[src/rtl/rail_seq_pkg.sv]
package rail_seq_pkg;

  typedef enum logic [2:0] {
    CH_IDLE   = 3'd0,
    CH_SOFT   = 3'd1,
    CH_RUN    = 3'd2,
    CH_HICCUP = 3'd3,
    CH_OTWAIT = 3'd4
  } ch_state_e;

  typedef enum logic [1:0] {
    BOOT_OFF   = 2'd0,
    BOOT_LOAD  = 2'd1,
    BOOT_READY = 2'd2
  } boot_state_e;

  // bits for a counter that holds 0 .. span-1
  function automatic int span_bits(input int span);
    return (span < 2) ? 1 : $clog2(span);
  endfunction

  function automatic int larger(input int a, input int b);
    return (a > b) ? a : b;
  endfunction

  function automatic logic drives_switch(input ch_state_e s);
    return (s == CH_SOFT) || (s == CH_RUN);
  endfunction

  function automatic logic releases_pg(input ch_state_e s);
    return s == CH_RUN;
  endfunction

endpackage

[src/rtl/rail_seq_boot.sv]
module rail_seq_boot #(
  parameter int INIT_US = 800
) (
  input  logic clk,
  input  logic rst_n,
  input  logic us_tick,
  input  logic bias_ok,
  output logic cfg_load,
  output logic init_done
);
  import rail_seq_pkg::*;

  localparam int CW = span_bits(INIT_US);
  localparam logic [CW-1:0] LAST = CW'(INIT_US - 1);

  boot_state_e st;
  logic [CW-1:0] cnt;
  logic          win_end;

  assign win_end = us_tick && (cnt == LAST);

  always_ff @(posedge clk) begin
    if (!rst_n) begin
      st       <= BOOT_OFF;
      cnt      <= '0;
      cfg_load <= 1'b0;
    end else begin
      cfg_load <= 1'b0;
      if (!bias_ok) begin
        st  <= BOOT_OFF;
        cnt <= '0;
      end else begin
        case (st)
          BOOT_OFF: begin
            st       <= BOOT_LOAD;
            cnt      <= '0;
            cfg_load <= 1'b1;
          end
          BOOT_LOAD: begin
            if (win_end) begin
              st  <= BOOT_READY;
              cnt <= '0;
            end else if (us_tick) begin
              cnt <= cnt + 1'b1;
            end
          end
          default: st <= BOOT_READY;
        endcase
      end
    end
  end

  assign init_done = (st == BOOT_READY);

endmodule

[src/rtl/rail_seq_enflt.sv]
module rail_seq_enflt #(
  parameter int RISE_US = 200,
  parameter int FALL_US = 2
) (
  input  logic clk,
  input  logic rst_n,
  input  logic us_tick,
  input  logic en_raw,
  output logic en_filt
);
  import rail_seq_pkg::*;

  localparam int CW = span_bits(larger(RISE_US, FALL_US));
  localparam logic [CW-1:0] RLAST = CW'(RISE_US - 1);
  localparam logic [CW-1:0] FLAST = CW'(FALL_US - 1);

  logic [1:0]    sync_q;
  logic          en_s;
  logic          filt_q;
  logic [CW-1:0] cnt;
  logic          hold_hit;

  assign en_s     = sync_q[1];
  assign hold_hit = us_tick && (en_s ? (cnt == RLAST) : (cnt == FLAST));

  always_ff @(posedge clk) begin
    if (!rst_n) begin
      sync_q <= 2'b00;
      filt_q <= 1'b0;
      cnt    <= '0;
    end else begin
      sync_q <= {sync_q[0], en_raw};
      if (en_s == filt_q) begin
        cnt <= '0;
      end else if (us_tick) begin
        if (hold_hit) begin
          filt_q <= en_s;
          cnt    <= '0;
        end else begin
          cnt <= cnt + 1'b1;
        end
      end
    end
  end

  assign en_filt = filt_q;

endmodule

[src/rtl/rail_seq_chan.sv]
module rail_seq_chan #(
  parameter int SS_US     = 3000,
  parameter int HICCUP_US = 20000,
  parameter int OVDG_US   = 2
) (
  input  logic clk,
  input  logic rst_n,
  input  logic us_tick,
  input  logic init_done,
  input  logic en_filt,
  input  logic vin_uv,
  input  logic ov_flt,
  input  logic oc_flt,
  input  logic ot_flt,
  output logic sw_en,
  output logic ss_active,
  output logic ss_done,
  output logic pg_low,
  output logic ov_trip,
  output logic hic_end
);
  import rail_seq_pkg::*;

  localparam int CW = span_bits(larger(SS_US, HICCUP_US));
  localparam int OW = span_bits(OVDG_US);
  localparam logic [CW-1:0] SLAST = CW'(SS_US - 1);
  localparam logic [CW-1:0] HLAST = CW'(HICCUP_US - 1);
  localparam logic [OW-1:0] OLAST = OW'(OVDG_US - 1);

  ch_state_e     st, st_n;
  logic [CW-1:0] cnt;
  logic [OW-1:0] ovc;
  logic          ss_end, may_start, hic_clear, stop_hic;

  assign ss_end    = us_tick && (st == CH_SOFT) && (cnt == SLAST);
  assign hic_end   = us_tick && (st == CH_HICCUP) && (cnt == HLAST);
  assign ov_trip   = (st == CH_RUN) && ov_flt && us_tick && (ovc == OLAST);
  assign may_start = en_filt && !vin_uv && !ot_flt;
  assign hic_clear = !vin_uv && !oc_flt && !ov_flt;
  assign stop_hic  = vin_uv || oc_flt;

  always_comb begin
    st_n = st;
    if (!init_done) begin
      st_n = CH_IDLE;
    end else begin
      case (st)
        CH_IDLE:   if (may_start) st_n = CH_SOFT;
        CH_SOFT: begin
          if (ot_flt)        st_n = CH_OTWAIT;
          else if (stop_hic) st_n = CH_HICCUP;
          else if (!en_filt) st_n = CH_IDLE;
          else if (ss_end)   st_n = CH_RUN;
        end
        CH_RUN: begin
          if (ot_flt)                   st_n = CH_OTWAIT;
          else if (stop_hic || ov_trip) st_n = CH_HICCUP;
          else if (!en_filt)            st_n = CH_IDLE;
        end
        CH_HICCUP: begin
          if (hic_end) begin
            if (ot_flt)          st_n = CH_OTWAIT;
            else if (!hic_clear) st_n = CH_HICCUP;
            else if (may_start)  st_n = CH_SOFT;
            else                 st_n = CH_IDLE;
          end
        end
        CH_OTWAIT: if (!ot_flt) st_n = may_start ? CH_SOFT : CH_IDLE;
        default:   st_n = CH_IDLE;
      endcase
    end
  end

  always_ff @(posedge clk) begin
    if (!rst_n) begin
      st  <= CH_IDLE;
      cnt <= '0;
      ovc <= '0;
    end else begin
      st <= st_n;
      if ((st_n != st) || hic_end)
        cnt <= '0;
      else if (us_tick && ((st == CH_SOFT) || (st == CH_HICCUP)))
        cnt <= cnt + 1'b1;
      if ((st != CH_RUN) || !ov_flt || ov_trip)
        ovc <= '0;
      else if (us_tick)
        ovc <= ovc + 1'b1;
    end
  end

  assign sw_en     = drives_switch(st);
  assign ss_active = (st == CH_SOFT);
  assign ss_done   = releases_pg(st);
  assign pg_low    = !releases_pg(st);

endmodule

[src/rtl/rail_sequencer.sv]
module rail_sequencer #(
  parameter int NCH        = 2,
  parameter int INIT_US    = 800,
  parameter int EN_RISE_US = 200,
  parameter int EN_FALL_US = 2,
  parameter int SS_US      = 3000,
  parameter int HICCUP_US  = 20000,
  parameter int OVDG_US    = 2
) (
  input  logic           clk,
  input  logic           rst_n,
  input  logic           us_tick,
  input  logic           bias_ok,
  input  logic           ot_flt,
  input  logic [NCH-1:0] vin_uv,
  input  logic [NCH-1:0] en_raw,
  input  logic [NCH-1:0] ov_flt,
  input  logic [NCH-1:0] oc_flt,
  output logic           cfg_load,
  output logic [NCH-1:0] sw_en,
  output logic [NCH-1:0] ss_active,
  output logic [NCH-1:0] ss_done,
  output logic [NCH-1:0] pg_low
);

  logic           init_done_w;
  logic [NCH-1:0] en_filt_w;
  logic [NCH-1:0] ov_trip_w;
  logic [NCH-1:0] hic_end_w;

  rail_seq_boot #(.INIT_US(INIT_US)) boot_i (
    .clk       (clk),
    .rst_n     (rst_n),
    .us_tick   (us_tick),
    .bias_ok   (bias_ok),
    .cfg_load  (cfg_load),
    .init_done (init_done_w)
  );

  for (genvar g = 0; g < NCH; g++) begin : g_ch
    rail_seq_enflt #(.RISE_US(EN_RISE_US), .FALL_US(EN_FALL_US)) flt_i (
      .clk     (clk),
      .rst_n   (rst_n),
      .us_tick (us_tick),
      .en_raw  (en_raw[g]),
      .en_filt (en_filt_w[g])
    );

    rail_seq_chan #(.SS_US(SS_US), .HICCUP_US(HICCUP_US), .OVDG_US(OVDG_US)) chan_i (
      .clk       (clk),
      .rst_n     (rst_n),
      .us_tick   (us_tick),
      .init_done (init_done_w),
      .en_filt   (en_filt_w[g]),
      .vin_uv    (vin_uv[g]),
      .ov_flt    (ov_flt[g]),
      .oc_flt    (oc_flt[g]),
      .ot_flt    (ot_flt),
      .sw_en     (sw_en[g]),
      .ss_active (ss_active[g]),
      .ss_done   (ss_done[g]),
      .pg_low    (pg_low[g]),
      .ov_trip   (ov_trip_w[g]),
      .hic_end   (hic_end_w[g])
    );
  end

endmodule

[config.mk]
export PLATFORM = sky130hd
export DESIGN_NAME = rail_sequencer
export DESIGN_NICKNAME = d
export VERILOG_FILES = /design/src/rtl/rail_seq_pkg.sv /design/src/rtl/rail_seq_boot.sv /design/src/rtl/rail_seq_enflt.sv /design/src/rtl/rail_seq_chan.sv /design/src/rtl/rail_sequencer.sv
export SDC_FILE = /design/constraint.sdc
export NUM_CORES = 1
export LEC_CHECK = 0
export ABC_AREA = 1
export BUFFER_PORTS_ARGS = -buffer_cell sky130_fd_sc_hd__buf_2
export CORE_MARGIN = 3
export CORE_UTILIZATION = 40
export DETAILED_ROUTE_END_ITERATION = 12
export PLACE_DENSITY = 0.67
export SLEW_MARGIN = 0
export SYNTH_ARGS = -nofsm -noshare
export SYNTH_HDL_FRONTEND = slang
export SYNTH_SLANG_ARGS = --single-unit
[constraint.sdc]
create_clock -name clk -period 1.85 [get_ports clk]
set_input_delay 0.4625 -clock clk [delete_from_list [all_inputs] [get_ports clk]]
set_output_delay 0.4625 -clock clk [all_outputs]
set_load 0.01 [all_outputs]
* Yosys cells after proc, flatten, opt, wreduce, memory -nomap -nowiden *
Cells that the tools add are included.

storage, ports and cells
  bits in registers = 73
  bits in latches = 0
  bits in writable memories = 0
  memory bits (read-only) = 0
  output and inout port bits = 9
  word-level logic and storage cells = 156
  memories = 0

operators by class
  $add $sub $neg = 7
  multipliers = 0
  div/mod/pow operators = 0
  order comparisons = 0
  equal/unequal tests = 27
  shifts and indexed selects = 0
  mux-type cells = 40
  bitwise operators = 3
  reduce and logical (&&, ||, !) cells = 64

operators by type and width
  cell                                                                     number
  3-bit 2-to-1 mux                                                         26
  15-bit by 1-bit adder with 15-bit output, second input constant          2
  15-bit by 12-bit == test with 1-bit output, second input constant        2
  15-bit == test, second input constant                                    2
  3-bit one-hot mux with 5 select lines                                    2
  1-bit logical AND                                                        27
  10-bit 2-to-1 mux                                                        2
  10-bit one-hot mux with 2 select lines                                   1
  8-bit by 1-bit adder with 8-bit output, second input constant            2
  8-bit by 1-bit == test with 1-bit output, second input constant          2
  8-bit == test, second input constant                                     2
  8-bit 2-to-1 mux                                                         2
  1-bit logical OR                                                         14
  3-bit by 2-bit == test with 1-bit output, second input constant          4
  2-bit OR reduction                                                       6
  10-bit by 1-bit adder with 10-bit output, second input constant          1
  10-bit == test, second input constant                                    1
  1-bit zero test                                                          9
  3-bit by 2-bit inequality test with 1-bit output, second input constant  3
  3-bit by 1-bit == test with 1-bit output, second input constant          2
  3-bit == test, second input constant                                     2
  3-bit zero test                                                          2
  3-bit inequality test                                                    2
  3-bit AND reduction                                                      2
  other kinds (12)                                                         21

* Logic depth before layout (Yosys ltp) *
Gate-level depths: netlist (run 1).

  depth in word-level cells = 12
  depth in mapped cells = 17
  depth with buffers taken out = 16

* Modules after synthesis *
A second synthesis (run 1) with hierarchy kept.

unflattened totals
  cell total of the unflattened synthesis = 596
  area, all modules = 4371.7 um^2

by module, submodules not included
  module          instances  cells each  area each (um^2)
  rail_seq_chan   2          175         1298.7
  rail_seq_enflt  2          79          546.8
  rail_seq_boot   1          88          680.7

* Worst setup path before layout (run 1) *
Ideal clock, no wire load.

  path kind = in2reg
  from = in us_tick
  to = reg g_ch[0].chan_i.cnt[13]
  setup time = 0.120 ns
  data arrival time = 1.645 ns
  data required time = 1.730 ns
  setup slack = 0.085 ns
  cell stages on the path = 8
  path buffers = 1
  path through = buf_4 > nand3_2 > nor4_4 > nand3_1 > nor3_2 > nand2_1 > xor2_1 > nor2_4

on the way
  longest elaborated chain between the ends = 11
  elaborated cells on any way between the ends = 20
  classes of those cells = eq/ne (1); mux (9); reduce/logical (10)

ends and longest elaborated chain
  what                                   line                  text
  from (decl)                            rail_sequencer.sv:12  input logic us_tick,
  1-bit logical AND (2 in a row)         rail_seq_chan.sv:35   assign ss_end = us_tick && (st == CH_SOFT) && (cnt == SLAST);
  3-bit 2-to-1 mux                       rail_seq_chan.sv:53   else if (ss_end) st_n = CH_RUN;
  3-bit 2-to-1 mux                       rail_seq_chan.sv:52   else if (!en_filt) st_n = CH_IDLE;
  3-bit 2-to-1 mux                       rail_seq_chan.sv:51   else if (stop_hic) st_n = CH_HICCUP;
  3-bit 2-to-1 mux                       rail_seq_chan.sv:50   if (ot_flt) st_n = CH_OTWAIT;
  3-bit one-hot mux with 5 select lines  rail_seq_chan.sv:47   case (st)
  3-bit 2-to-1 mux                       rail_seq_chan.sv:44   if (!init_done) begin
  3-bit inequality test                  rail_seq_chan.sv:81   if ((st_n != st) || hic_end)
  1-bit logical OR                       rail_seq_chan.sv:81
  2-bit OR reduction (no line)           --
  to (signal assigned)                   rail_seq_chan.sv:84   cnt <= cnt + 1'b1;
  to (decl)                              rail_seq_chan.sv:31   logic [CW-1:0] cnt;

Several ways; a longest one is shown, not always the timed one.
A chain may end at the register's enable or synchronous reset.

* Final worst setup path (run 1) *
  from = reg g_ch[0].chan_i.cnt[0]
  to = reg g_ch[0].chan_i.cnt[14]

on the way
  longest elaborated chain between the ends = 11
  elaborated cells on any way between the ends = 15
  classes of those cells = add/sub (1); eq/ne (3); mux (7); reduce/logical (4)

ends and longest elaborated chain
  what                                        line
  15-bit by 12-bit == test with 1-bit output  rail_seq_chan.sv:35
  1-bit logical AND                           rail_seq_chan.sv:35
  3-bit 2-to-1 mux                            rail_seq_chan.sv:53
  3-bit 2-to-1 mux                            rail_seq_chan.sv:52
  3-bit 2-to-1 mux                            rail_seq_chan.sv:51
  3-bit 2-to-1 mux                            rail_seq_chan.sv:50
  3-bit one-hot mux with 5 select lines       rail_seq_chan.sv:47
  3-bit 2-to-1 mux                            rail_seq_chan.sv:44
  3-bit inequality test                       rail_seq_chan.sv:81
  1-bit logical OR                            rail_seq_chan.sv:81
  2-bit OR reduction (no line)                --

Several ways; a longest one is shown, not always the timed one.

==> impl_metrics.tcl, run 1 <==
set metrics [dict create \
    grt_max_degree 16 \
    die_area_um2 11900 \
    final_core_util_pct 52.3 \
    synthTopCellsByCount "nand2_1, inv_1, nor2_1, dfxtp_1, nand3_1" \
    place.gp.congestion 0.944 \
    crit_type "register to register" \
    syn-num-nets 603 \
    grt_pass1_wl_mm 16.7 \
    drt_pass1_iterations 4 \
    max_slew.worst_pin.slew_ns 0.328 \
    crit_path_max_fanout 8 \
    overflow 0 \
    cts_max_path_buffers 2 \
    avgSynthCellArea_um2 7.27 \
    synth_largest_area_cell "dfxtp_1" \
    yosysMostFrequentCell "nand2_1" \
    clk_pin_slew_worst_paths_ns 0.08 \
    dr.first_iter.drc_count 196 \
    maxSlewHeadroom_pct 77.6 \
    synthCells 585 \
    grt_pass1_vias 3867 \
    powerDensity_nw_per_um2 540 \
    required_ns 2.10 \
    holdCritPathClass "input pin to register" \
    vias 3999 \
    rows 37 \
    diodes 0 \
    clock-root-buffer "clkbuf_8" \
    clock.fmax_mhz 542 \
    ys_warn_count 0 \
    drive_gt1_share_pct 33.1 \
    grt_util_met1_pct 20.9 \
    setup_viol 0 \
    timing.setup.tns_ns 0 \
    postPlaceCellArea_um2 4860 \
    die_height_um 109 \
    core_um2 10300 \
    syn_area_um2 4250 \
    cts_buffers 9 \
    synth-seq-cells 73 \
    drc 0 \
    ios 22 \
    finalCritPeriodShare_pct 99.8 \
    maxCapViolations 0 \
    drv_slew 0 \
    portBuffers 21 \
    dp_hpwl_mm 7.39 \
    grt_setup_unrepaired "yes" \
    status "finished clean" \
    synth.top_cell.area_share_pct 34.4 \
    worstSetupEndpointType "register" \
    p_leak_nw 2.20 \
    fin_nets 689 \
    finClkSkew_ns 0.00636 \
    path_delay_family "simple AND/OR/NAND/NOR gates" \
    die-width_um 109 \
    viasPerCell 4.92 \
    cp.arrival_ns 2.09 \
    ys_types 44 \
    p_total_mw 2.92 \
    cpMostUsedCell "nand2_1" \
    grt_antenna_before_repair 0 \
    routedWlPerCell_um 12.3 \
    ir_drop_mv 0.512 \
    finalHoldViolations 0 \
    grt_busiest_layer "met2" \
    max_stage_delay_ns 0.36 \
    initial_utilization_pct 41.2 \
    cts_tree "yes" \
    grtUsageMet3_pct 2.43 \
    design_area_um2 5400 \
    synth-edff-count 0 \
    area_growth_pct 27.0 \
    path_buf_inv 1 \
    crit_chain "ha_4 -> nand3_2 -> nor2_2 -> nand3_2 -> o21ai_2 -> nand2_1 -> nand2_1 -> nand2_1 -> nand2_2 -> nor2_4 -> nand3_4 -> buf_12 -> nor2_4" \
    yosysSeqAreaShare_pct 34.4 \
    finalCriticalPeriod_ns 1.85 \
    cp-start-kind "register" \
    drt-total-wl_mm 10.0 \
    grt_usage_pct 17.3 \
    hold_buffers 0 \
    synthFlopType "dfxtp_1" \
    critPathSlowestCell "dfxtp_2" \
    hold_ws_ns 0.294 \
    ant_nets 0 \
    ctsHtreeMaxLevel 3 \
    grtUsageMet2_pct 30.0 \
    clock_sinks 73 \
    async_flop_share_pct 0 \
    clk_latency_ns 0.36 \
    synthTopCellsByArea "dfxtp_1, nand2_1, inv_1" \
]
==> repair_timing <==
item / CTS / global route
pin swaps: 5 / 36
gates resized for setup: 10 / 63
gates cloned: 0 / 1
endpoints found under the setup margin: 29 / 32
setup buffers: 2 / 9
==> flip-flops by register name, indices dropped and copies added (netlist names) <==
signal              count
boot_i.cfg_load         1
boot_i.cnt             10
boot_i.st               2
g_ch.chan_i.cnt        30
g_ch.chan_i.ovc         2
g_ch.chan_i.st          6
g_ch.flt_i.cnt         16
g_ch.flt_i.en_filt      2
g_ch.flt_i.sync_q       4
==> stage by stage <==
step	worst slack, ns	std cells
after floorplan	0.0847	585
after global placement	-0.0973	784
after detailed placement	-0.188	784
after CTS	-0.00851	802
after global routing	-0.150	812
final	0.00450	812
==> where the power goes <==
| part | switching [mW] | internal (mW) | total [mW] |
|---|---|---|---|
| Sequential | 0.00585 | 1.58 | 1.58 |
| Clock | 0.600 | 0.557 | 1.16 |
| Combinational | 0.102 | 0.0739 | 0.176 |
| Total | 0.707 | 2.21 | 2.92 |
==> layout make-up <==
cell class / instances / area [µm²]
clock inverter: 4 / 27.5
clock buffer: 12 / 155
multi-input combinational: 409 / 2520
tap: 136 / 170
timing repair buffer: 92 / 709
inverter: 86 / 327
fill: 951 / 4920
sequential: 73 / 1490
==> path summary, 6_finish.rpt <==
path / from / to / slack (ns) / depth (start not counted)
min reg2reg: g_ch[1].flt_i.sync_q[0]$_SDFF_PN0_ / g_ch[1].flt_i.sync_q[1]$_SDFF_PN0_ / 0.41 / 2
max reg2reg: g_ch[0].chan_i.cnt[0]$_SDFFE_PP0P_ / g_ch[0].chan_i.cnt[14]$_SDFFE_PP0P_ / 0.005 / 13
max: g_ch[0].chan_i.cnt[0]$_SDFFE_PP0P_ / g_ch[0].chan_i.cnt[14]$_SDFFE_PP0P_ / 0.005 / 13
min: en_raw[1] / g_ch[1].flt_i.sync_q[0]$_SDFF_PN0_ / 0.29 / 3
==> cells by family after synthesis <==
family	synth area share (%)
buffers and inverters	11.2
AOI/OAI and AO/OA	7.41
muxes	0.471
xor gates and xnor gates	6.79
DFF	34.4
adders and majority gates	1.47
and+or+nand+nor	38.3
==> worst min-delay path, stage by stage <==
cell	delay, ns
buf_2	0.08
nand2_1	0.04
inv_1	0.04
==> per-layer routing <==
layer / wire length (µm) / part of all wire (%)
met5: 0 / 0
met4: 268 / 2.7
met3: 323 / 3.2
met2: 5000 / 50
met1: 4410 / 44
==> cell usage in the layout, fill, tap and decap left out, drive strengths merged <==
| cell | n |
|---|---|
| and3 | 3 |
| buf | 91 |
| clkinvlp | 3 |
| nor2 | 91 |
| nand4 | 14 |
| xor2 | 25 |
| mux2i | 2 |
| a31o | 1 |
| nor3b | 3 |
| o21ai | 15 |
| a41oi | 1 |
| o41ai | 2 |
| nand3 | 49 |
| nand3b | 2 |
| dfxtp | 73 |
| nor3 | 38 |
| ha | 5 |
| o21a | 1 |
| nor4 | 6 |
| a31oi | 1 |
| or2 | 1 |
| nand2 | 108 |
| o211ai | 1 |
| xnor2 | 8 |
| o2111ai | 1 |
| clkbuf | 13 |
| clkinv | 2 |
| a21o | 2 |
| inv | 85 |
| a2111oi | 1 |
| a21oi | 28 |
Power figures use the tool's default switching activity.
==> inputs of run 2 (changes only) <==
- PLACE_DENSITY: 0.67 -> default
- PLACE_DENSITY_LB_ADDON: default -> 0.25
==> impl_metrics.tcl, run 2 (synthesis gave the netlist of run 1 again) <==
set metrics [dict create \
    crit_chain "nand2_1 -> inv_1 -> nand3_1 -> nor2_2 -> nand4_1 -> a21oi_2 -> nand2_2 -> nand2_2 -> nand2_2 -> nand2_4 -> clkbuf_16 -> nor3_2" \
    p_comb_share_pct 6.1 \
    ctsHtreeMaxLevel 3 \
    cp-start-kind "register" \
    p_sw_mw 0.778 \
    top_register "g_ch.chan_i.cnt" \
    postLayoutSetupSlackWorst_ns -0.00839 \
    final_core_util_pct 52.2 \
    finalCritPeriodShare_pct 100 \
    drt-total-wl_mm 9.71 \
    required_ns 2.11 \
    grt_usage_pct 16.8 \
    max_slew.worst_pin.slew_ns 0.410 \
    timing.setup.tns_ns -0.0308 \
    clock-root-buffer "clkbuf_8" \
    largest_reg_flops 30 \
    status "finished with violations" \
    drv_slew 0 \
    routedWlPerCell_um 12.0 \
    clkPwrFrac_pct 39.8 \
    ir_drop_mv 0.393 \
    die_height_um 109 \
    powerDensity_nw_per_um2 543 \
    crit_path_max_fanout 7 \
    clock_sinks 73 \
    ios 22 \
    die-width_um 109 \
    area_growth_pct 26.6 \
    drive_gt1_share_pct 33.3 \
    dp_hpwl_mm 7.15 \
    vias 4010 \
    clk_pin_slew_worst_paths_ns 0.09 \
    largestRegisters "g_ch.chan_i.cnt (30), g_ch.flt_i.cnt (16), boot_i.cnt (10)" \
    core_um2 10300 \
    seqPwrFrac_pct 54.1 \
    layout_commonest_cell "nand2_1" \
    viasPerCell 4.94 \
    initial_utilization_pct 41.2 \
    finalCriticalPeriod_ns 1.86 \
    cp.arrival_ns 2.12 \
    cts_tree "yes" \
    cpMostUsedCell "nand2_2" \
    cts_buffers 9 \
    diodes 0 \
    dr.first_iter.drc_count 159 \
    setup_viol 7 \
    swShare_pct 26.6 \
    holdCritPathClass "input pin to register" \
    critPathSlowestCell "dfxtp_1" \
    place.gp.congestion 0.925 \
    grt_pass1_wl_mm 16.1 \
    portBuffers 21 \
    grt_antenna_before_repair 0 \
    clock.fmax_mhz 538 \
    grt_max_degree 16 \
    crit_type "register to register" \
    rows 37 \
    drc 0 \
    pre_cts_ws_ns -0.208 \
    final_cell_mix "nand2_1, inv_1, nor2_1, buf_4, dfxtp_1" \
    drt_pass1_iterations 4 \
    clk_latency_ns 0.37 \
    maxSlewHeadroom_pct 72.4 \
    fin_nets 688 \
    max_stage_delay_ns 0.39 \
    cts_max_path_buffers 2 \
    violations "negative setup slack" \
    hold_buffers 0 \
    postPlaceCellArea_um2 4830 \
    maxCapViolations 0 \
    die_area_um2 11900 \
    p_leak_nw 2.20 \
    grt_setup_unrepaired "yes" \
    p_total_mw 2.93 \
    ant_nets 0 \
    finalHoldViolations 0 \
    overflow 0 \
    grt_pass1_vias 3756 \
    design_area_um2 5390 \
    worstSetupEndpointType "register" \
    finClkSkew_ns 0.0113 \
    internal_power_mw 2.15 \
]
run 2: metrics by stage:
stage          cells  hold slack (ns)
2_1_floorplan    585            0.390
3_3_place_gp     782            0.395
3_5_place_dp     782            0.396
4_1_cts          800            0.270
5_1_grt          811            0.286
6_report         811            0.280
run 2: path summary, 6_finish.rpt:
| path | from | endpoint | slack [ns] | cells past startpoint |
|---|---|---|---|---|
| hold reg to reg | g_ch[1].flt_i.sync_q[0]$_SDFF_PN0_ | g_ch[1].flt_i.sync_q[1]$_SDFF_PN0_ | 0.42 | 2 |
| hold / removal | en_raw[0] | g_ch[0].flt_i.sync_q[0]$_SDFF_PN0_ | 0.28 | 3 |
| setup / recovery | g_ch[1].chan_i.cnt[11]$_SDFFE_PP0P_ | g_ch[1].chan_i.cnt[1]$_SDFFE_PP0P_ | -0.008 | 12 |
| setup reg to reg | g_ch[1].chan_i.cnt[11]$_SDFFE_PP0P_ | g_ch[1].chan_i.cnt[1]$_SDFFE_PP0P_ | -0.008 | 12 |
run 2: final cells by class:
cell class	instances	area, µm²
repair buffers	91	711
multi-input cells	409	2520
fillers	974	4940
clock buffers	9	124
well taps	136	170
inverters	86	327
flip-flops and latches	73	1490
clock inverters	7	55.1
run 2: worst max-delay path: cells and delay by family (launching register included):
kind	cells	cell delay [ns]
DFF	1	0.39
and+or+nand+nor	9	0.90
AOI/OAI and AO/OA	1	0.20
buffers and inverters	2	0.26
run 2: routing by layer:
metal | part of all wire [%] | up-vias | track usage, %
li1 | - | 2068 | -
met1 | 44 | 1850 | 19.7
met2 | 50 | 71 | 28.8
met3 | 3.1 | 21 | 2.96
met4 | 3.0 | 0 | 9.20
met5 | 0 | - | 0
run 2: repair_timing:
item                                    CTS  global route
endpoints found under the hold margin     0             0
setup buffers                             2             9
cloned                                    0             2
resized for setup                         7            67
endpoints found under the setup margin   29            31
pin swaps                                 2            15
run 2: power by group through the flow:
stage | Clock (mW) | Combinational, mW | Sequential [mW]
3_3_place_gp | 0 | 0.157 | 1.62
4_1_cts | 1.19 | 0.164 | 1.59
3_5_place_dp | 0 | 0.160 | 1.62
6_report | 1.16 | 0.177 | 1.58
5_1_grt | 1.27 | 0.195 | 1.59
2_1_floorplan | 0 | 0.0889 | 1.62
==> inputs of run 3 (changes only) <==
- BUFFER_PORTS_ARGS: -buffer_cell sky130_fd_sc_hd__buf_2 -> default
- CORE_UTILIZATION: 40 -> 30
- DONT_BUFFER_PORTS: default -> 1
==> impl_metrics.tcl, run 3 (synthesis gave the netlist of run 1 again) <==
set metrics [dict create \
    status "finished clean" \
    design_area_um2 5470 \
    ios 22 \
    timing.setup.tns_ns 0 \
    grt_pass1_wl_mm 16.9 \
    drt_pass1_iterations 4 \
    finalCriticalPeriod_ns 1.82 \
    finalCritPeriodShare_pct 98.5 \
    clk_latency_ns 0.33 \
    grt_setup_unrepaired "yes" \
    cts_max_path_buffers 2 \
    crit_type "register to register" \
    clock_sinks 73 \
    crit_path_max_fanout 15 \
    dp_hpwl_mm 7.37 \
    viasPerCell 4.70 \
    cts_buffers 9 \
    die_height_um 125 \
    area_growth_pct 28.6 \
    drv_slew 0 \
    fin_nets 662 \
    cpMostUsedCell "nand2_2" \
    setup_viol 0 \
    clock.fmax_mhz 549 \
    routedWlPerCell_um 12.2 \
    maxUsedRoutingLayer "met4" \
    initial_utilization_pct 31.4 \
    layout_commonest_cell "nand2_1" \
    largestRegisters "g_ch.chan_i.cnt (30), g_ch.flt_i.cnt (16), boot_i.cnt (10)" \
    final_cell_mix "nand2_1, inv_1, nor2_1, buf_4, dfxtp_1" \
    postPlaceCellArea_um2 4750 \
    ctsHtreeMaxLevel 3 \
    cp.arrival_ns 2.06 \
    overflow 0 \
    rows 42 \
    max_slew.worst_pin.slew_ns 0.509 \
    cp-start-kind "register" \
    path_delay_family "simple AND/OR/NAND/NOR gates" \
    finalHoldViolations 0 \
    crit_chain "ha_4 -> nand2_4 -> inv_2 -> nand2_2 -> nor2_4 -> nand4_1 -> a21oi_1 -> nand2_1 -> nand3_1 -> nand2_2 -> buf_12 -> nor3_1" \
    wl_met3_um 332 \
    final_core_util_pct 40.3 \
    largest_reg_flops 30 \
    max_stage_delay_ns 0.35 \
    drc 0 \
    diodes 0 \
    vias 3874 \
    drt-met1-wl_mm 4.77 \
    clk_pin_slew_worst_paths_ns 0.06 \
    ant_nets 0 \
    ir_drop_mv 0.438 \
    die-width_um 125 \
    critPathSlowestCell "dfxtp_2" \
    finClkSkew_ns 0.00528 \
    holdCritPathClass "input pin to register" \
    required_ns 2.08 \
    place.gp.congestion 0.870 \
    maxSlewHeadroom_pct 65.8 \
    routed-wl-met2_mm 4.79 \
    maxCapViolations 0 \
    grt_antenna_before_repair 0 \
    drive_gt1_share_pct 31.9 \
    p_leak_nw 2.17 \
    top_register "g_ch.chan_i.cnt" \
    worstSetupEndpointType "register" \
    cts_tree "yes" \
    core_um2 13600 \
    r2r_slack_ns 0.03 \
    grt_usage_pct 12.7 \
    dr.first_iter.drc_count 212 \
    clock-root-buffer "clkbuf_16" \
    portBuffers 0 \
    drt-total-wl_mm 10.1 \
    grt_pass1_vias 3725 \
    path_buf_inv 2 \
    powerDensity_nw_per_um2 656 \
    grt_max_degree 22 \
    die_area_um2 15600 \
]
## run 3: report_power, final
group	internal, mW	switching, mW	total [mW]
Sequential	1.57	0.00667	1.58
Clock	1.22	0.659	1.87
Combinational	0.0551	0.0814	0.137
## run 3: area by class of cell
class	instances	area, µm²
timing repair buffer	65	559
sequential	73	1510
clock inverter	5	78.8
tap	176	220
inverter	86	328
multi-input combinational	409	2530
clock buffer	11	243
fill	1378	8090
## run 3: repair_timing
action	CTS	global route
gates cloned	0	1
pin swaps	1	28
setup endpoints to repair	16	30
hold buffers	0	0
buffers inserted	2	10
gates resized for setup	1	92
## run 3: worst register-to-register path, stage by stage (launching register included)
cell     delay [ns]
dfxtp_2        0.35
ha_4           0.15
nand2_4        0.05
inv_2          0.06
nand2_2        0.06
nor2_4         0.09
nand4_1        0.17
a21oi_1        0.17
nand2_1        0.09
nand3_1        0.09
nand2_2        0.07
buf_12         0.16
nor3_1         0.23
## run 3: path summary, 6_finish.rpt
| kind | startpoint | end | cells past startpoint |
|---|---|---|---|
| min reg2reg | g_ch[0].flt_i.sync_q[0]$_SDFF_PN0_ | g_ch[0].flt_i.sync_q[1]$_SDFF_PN0_ | 2 |
| max reg2reg | g_ch[1].chan_i.cnt[1]$_SDFFE_PP0P_ | g_ch[1].chan_i.cnt[0]$_SDFFE_PP0P_ | 12 |
| min | rst_n | g_ch[0].flt_i.sync_q[0]$_SDFF_PN0_ | 2 |
| max | g_ch[1].chan_i.cnt[1]$_SDFFE_PP0P_ | g_ch[1].chan_i.cnt[0]$_SDFFE_PP0P_ | 12 |
## run 3: layer usage
layer / global-route usage (%) / vias up
li1: - / 2002
met1: 16.3 / 1796
met2: 21.1 / 61
met3: 2.52 / 15
met4: 4.72 / 0
met5: 0 / -
## run 3: per-stage QoR
stage | power [mW] | hold WS (ns) | worst slack [ns] | cells
2_1_floorplan | 1.71 | 0.390 | 0.0847 | 585
3_3_place_gp | 1.74 | 0.406 | 0.00506 | 796
3_5_place_dp | 1.74 | 0.407 | -0.0730 | 796
4_1_cts | 3.64 | 0.214 | 0.00171 | 814
5_1_grt | 3.74 | 0.217 | -0.125 | 825
6_report | 3.59 | 0.229 | 0.0270 | 825
